===== src/rtl/dma_cycle_seq.sv =====
module dma_cycle_seq #(
  parameter int SYNC_STAGES = 2
) (
  input  logic       clk,
  input  logic       rst_n,
  input  logic       req_i,
  input  logic       tc_i,
  input  logic       ext_eop_n_i,
  output logic       eop_oe_o,
  output logic       term_o,
  output logic [2:0] state_o
);
  localparam logic [2:0] ST_SI = 3'd0, ST_S0 = 3'd1, ST_S1 = 3'd2,
                         ST_S2 = 3'd3, ST_S3 = 3'd4, ST_S4 = 3'd5;

  logic [2:0]             st_q, st_d;
  logic [SYNC_STAGES-1:0] sync_q;
  logic                   held_q;
  logic                   ext_seen;
  logic                   tc_end, ext_end;

  assign ext_seen = ~sync_q[SYNC_STAGES-1];
  assign tc_end   = (st_q == ST_S4) && tc_i;
  assign ext_end  = (st_q == ST_S2) && held_q;
  assign eop_oe_o = tc_end;
  assign term_o   = tc_end || ext_end;
  assign state_o  = st_q;

  always_comb begin
    st_d = st_q;
    case (st_q)
      ST_SI: if (req_i) st_d = ST_S0;
      ST_S0: st_d = ST_S1;
      ST_S1: st_d = ST_S2;
      ST_S2: st_d = ext_end ? ST_SI : ST_S3;
      ST_S3: st_d = ST_S4;
      ST_S4: st_d = (tc_i || !req_i) ? ST_SI : ST_S1;
      default: st_d = ST_SI;
    endcase
  end

  always_ff @(posedge clk or negedge rst_n) begin
    if (!rst_n) begin
      st_q   <= ST_SI;
      sync_q <= '1;
      held_q <= 1'b0;
    end else begin
      st_q   <= st_d;
      sync_q <= {sync_q[SYNC_STAGES-2:0], ext_eop_n_i};
      held_q <= (st_q != ST_SI) && !ext_end && (held_q || ext_seen);
    end
  end
endmodule



===== config.mk =====
export PLATFORM = sky130hd
export DESIGN_NAME = dma_cycle_seq
export DESIGN_NICKNAME = d
export VERILOG_FILES = /design/src/rtl/dma_cycle_seq.sv
export SDC_FILE = /design/constraint.sdc
export NUM_CORES = 1
export LEC_CHECK = 0
export BUFFER_PORTS_ARGS = -buffer_cell sky130_fd_sc_hd__buf_2
export CAP_MARGIN = 5
export CELL_PAD_IN_SITES_DETAIL_PLACEMENT = 1
export CELL_PAD_IN_SITES_GLOBAL_PLACEMENT = 1
export CORE_AREA = 2 2 39 41
export CTS_BUF_LIST = sky130_fd_sc_hd__clkbuf_4 sky130_fd_sc_hd__clkbuf_8
export CTS_CLUSTER_DIAMETER = 150
export DETAILED_ROUTE_END_ITERATION = 6
export DIE_AREA = 0 0 41 43
export PLACE_DENSITY = 0.47
export SETUP_SLACK_MARGIN = 0.3
export SYNTH_ARGS = -nofsm -noshare
export SYNTH_HDL_FRONTEND = slang
export SYNTH_SLANG_ARGS = --single-unit

===== constraint.sdc =====
create_clock -name clk -period 2.1 [get_ports clk]
set_input_delay 0.315 -clock clk [delete_from_list [all_inputs] [get_ports clk]]
set_output_delay 0.315 -clock clk [all_outputs]
set_load 0.02 [all_outputs]

==> summary.txt <==
outcome - finished, final reports clean
Worst setup EP type - output port
Primary FF master, synth - dfrtp_1
critical path peak fanout - 11
pin count of the biggest net entering global routing - 12
Setup Skew - 0.00874 ns
PostCTS Resize Cnt - 0
fraction of the yosys area taken by sequential cells - 54.2%
final setup TNS - 0 ns
die area - 0.00176 mm²
Critical-path top delay cell - dfrtp_1
Async SR Flop Fraction - 100%
top-count cell post-synth - dfrtp_1
YS warnings - 0
synthesized cell area - 282 µm²
Hold Crit Class - in -> reg
Final HPWL DP - 422 µm
initial antenna violation count - 0
maximum clock frequency - 639 MHz
sequential share of power - 41.3%
vias per cell - 4.23
Post-synth top cells - dfrtp_1, dfstp_2, nand2b_1, nand3b_1, nand4bb_1
Max-cap violations - 0
grt total ovfl - 0
synthesized instance count - 24
startpoint type of the worst setup path - flip-flop
switching share of power - 39.3%
Cell variety after synth - 17
TritonCTS clock tree - built
vias in the first global route - 226
unrepaired setup endpoints after global routing - no
fraction of layout cells with a size suffix above 1 - 41.7%
GPL Wtd Cong - 0.635
largest stage delay on the critical path - 0.48 ns
Worst Path Buf+Inv - 1
final hold slack - 0.175 ns
#FFs+latches synth - 6
global-route wire length before repair - 966 µm
Lkg Pwr - 0.163 nW
Max transition margin - 79.8%
Area contributors post-synth - dfrtp_1, dfstp_2, nand4bb_1, nand3b_1, nand2b_1
post-synth top area share - 35.6%
combinational share of power - 36.4%
WP data required - 1.78 ns
Period minus WS final - 1.57 ns
core area - 0.00138 mm²
Int Power - 346 µW
chip width - 41 µm
Max Buffers Root-to-Sink - 2
Largest delay share family, worst path - flip-flops
period utilization - 74.5%
H-tree levels - 1
clock power share - 22.3%
area leader, netlist - dfrtp_1
Setup violations, final - 0
area growth from synthesis to layout - 31.6%
Initial Util - 20.3%
n_diodes - 0
Clock Pin Slew Worst Setup and Hold Paths - 0.05 ns
Overall Global Routing Usage - 9.01%
Avg Inst Size Synth - 11.7 µm²
Worst EP arrival - 1.25 ns
Net Sw Power - 224 µW
number of synthesized flops with an enable pin - 0
via count - 220
Skew-Pair Late Insertion Delay - 0.25 ns
Design Power - 569 µW
Pins Over Slew Limit - 0
critical path class - reg -> out
TritonCTS buffer count - 3
IO Pins - 10
total wire length - 542 µm
critical-path cell list - nand3b_1, a21oi_1, buf_2
drt drc - 0
Least-Margin Pin Slew - 0.304 ns
pwr dens - 1540 mW/mm²
post-CTS setup buffers - 0
FP Rows - 14
Initial DRC Count - 4
Max VDD drop - 0.365 mV
Fill cells - 167
syn nets - 29
router iterations before antenna repair - 2
Hold Violations, Final - 0
CTS root buf - clkbuf_4
port bufs - 9
chip height - 43 µm
Layout Nets - 42
antenna-violating nets left - 0
CTS Sinks - 6
wire length per cell - 10.4 µm
-- cell families after synthesis --
kind of cell           synth area share [%]
AND/OR/NAND/NOR                        24.0
XOR/XNOR                               3.11
flip-flops                             54.2
AO/OA/AOI/OAI                          11.6
buffers and inverters                  7.11
-- state kept, by name (all words and copies together) (netlist names) --
signal	cells
held_q	1
state_o	3
sync_q	2
-- power by group through the flow --
stage / combinational [mW] / sequential (mW) / clock [mW]
after floorplan: 0.172 / 0.227 / 0
after global placement: 0.208 / 0.235 / 0
after detailed placement: 0.210 / 0.238 / 0
after CTS: 0.213 / 0.236 / 0.133
after global routing: 0.235 / 0.248 / 0.143
final: 0.207 / 0.235 / 0.127
-- timing repair --
| action | in CTS | in global routing |
|---|---|---|
| hold buffers | 1 | 0 |
| endpoints found under the setup margin | 0 | 0 |
| hold endpoints to repair | 4 | 0 |
-- cell type report --
class,count,area [µm²],share of cell area [%]
Clock buffer,4,30.0,8.11
Inverter,1,3.75,1.01
Multi-Input combinational cell,15,109,29.4
Sequential cell,6,153,41.2
Tap cell,16,20.0,5.41
Timing Repair Buffer,10,55.1,14.9
-- routing by layer --
metal | track usage [%] | vias to the layer above | part of all wire (%)
met5 | 0 | - | 0
met4 | 8.00 | 0 | 3.1
met3 | 4.71 | 2 | 7.9
met2 | 9.38 | 9 | 41
met1 | 12.5 | 99 | 48
li1 | - | 110 | -
-- placed cells by master, fill, tap and decap left out --
cell type,n
nand3b_1,2
clkbuf_4,4
o21ai_0,1
a21oi_1,1
xnor2_1,1
a211oi_1,1
dlygate4sd3_1,1
nor2_1,1
buf_2,9
nand2b_1,2
o311a_1,1
inv_1,1
nand4b_1,1
dfrtp_1,4
o21ai_1,1
nand4bb_1,2
dfstp_2,2
nor3_1,1
-- path summary, 6_finish.rpt --
| kind | from | end | slack [ns] | cells past startpoint |
|---|---|---|---|---|
| setup / recovery | state_o[1] | term_o | 0.53 | 3 |
| hold / removal | ext_eop_n_i | sync_q[0] | 0.17 | 1 |
| setup reg to reg | state_o[1] | held_q | 1.11 | 1 |
| hold reg to reg | sync_q[0] | sync_q[1] | 0.36 | 0 |
| max in group asynchronous | rst_n | sync_q[1] | 1.46 | 2 |
| min in group asynchronous | rst_n | state_o[0] | 0.41 | 2 |
-- through the flow --
stage | utilization, % | cells | area [µm²] | setup WS [ns]
after floorplan | - | 24 | 282 | 0.645
after global placement | 23.9 | 47 | 330 | 0.807
after detailed placement | 23.9 | 47 | 330 | 0.789
after CTS | 26.8 | 52 | 370 | 0.514
after global routing | 26.8 | 52 | 370 | 0.430
final | 26.8 | 52 | 370 | 0.534
No activity file was read; power rests on OpenSTA's default activity.
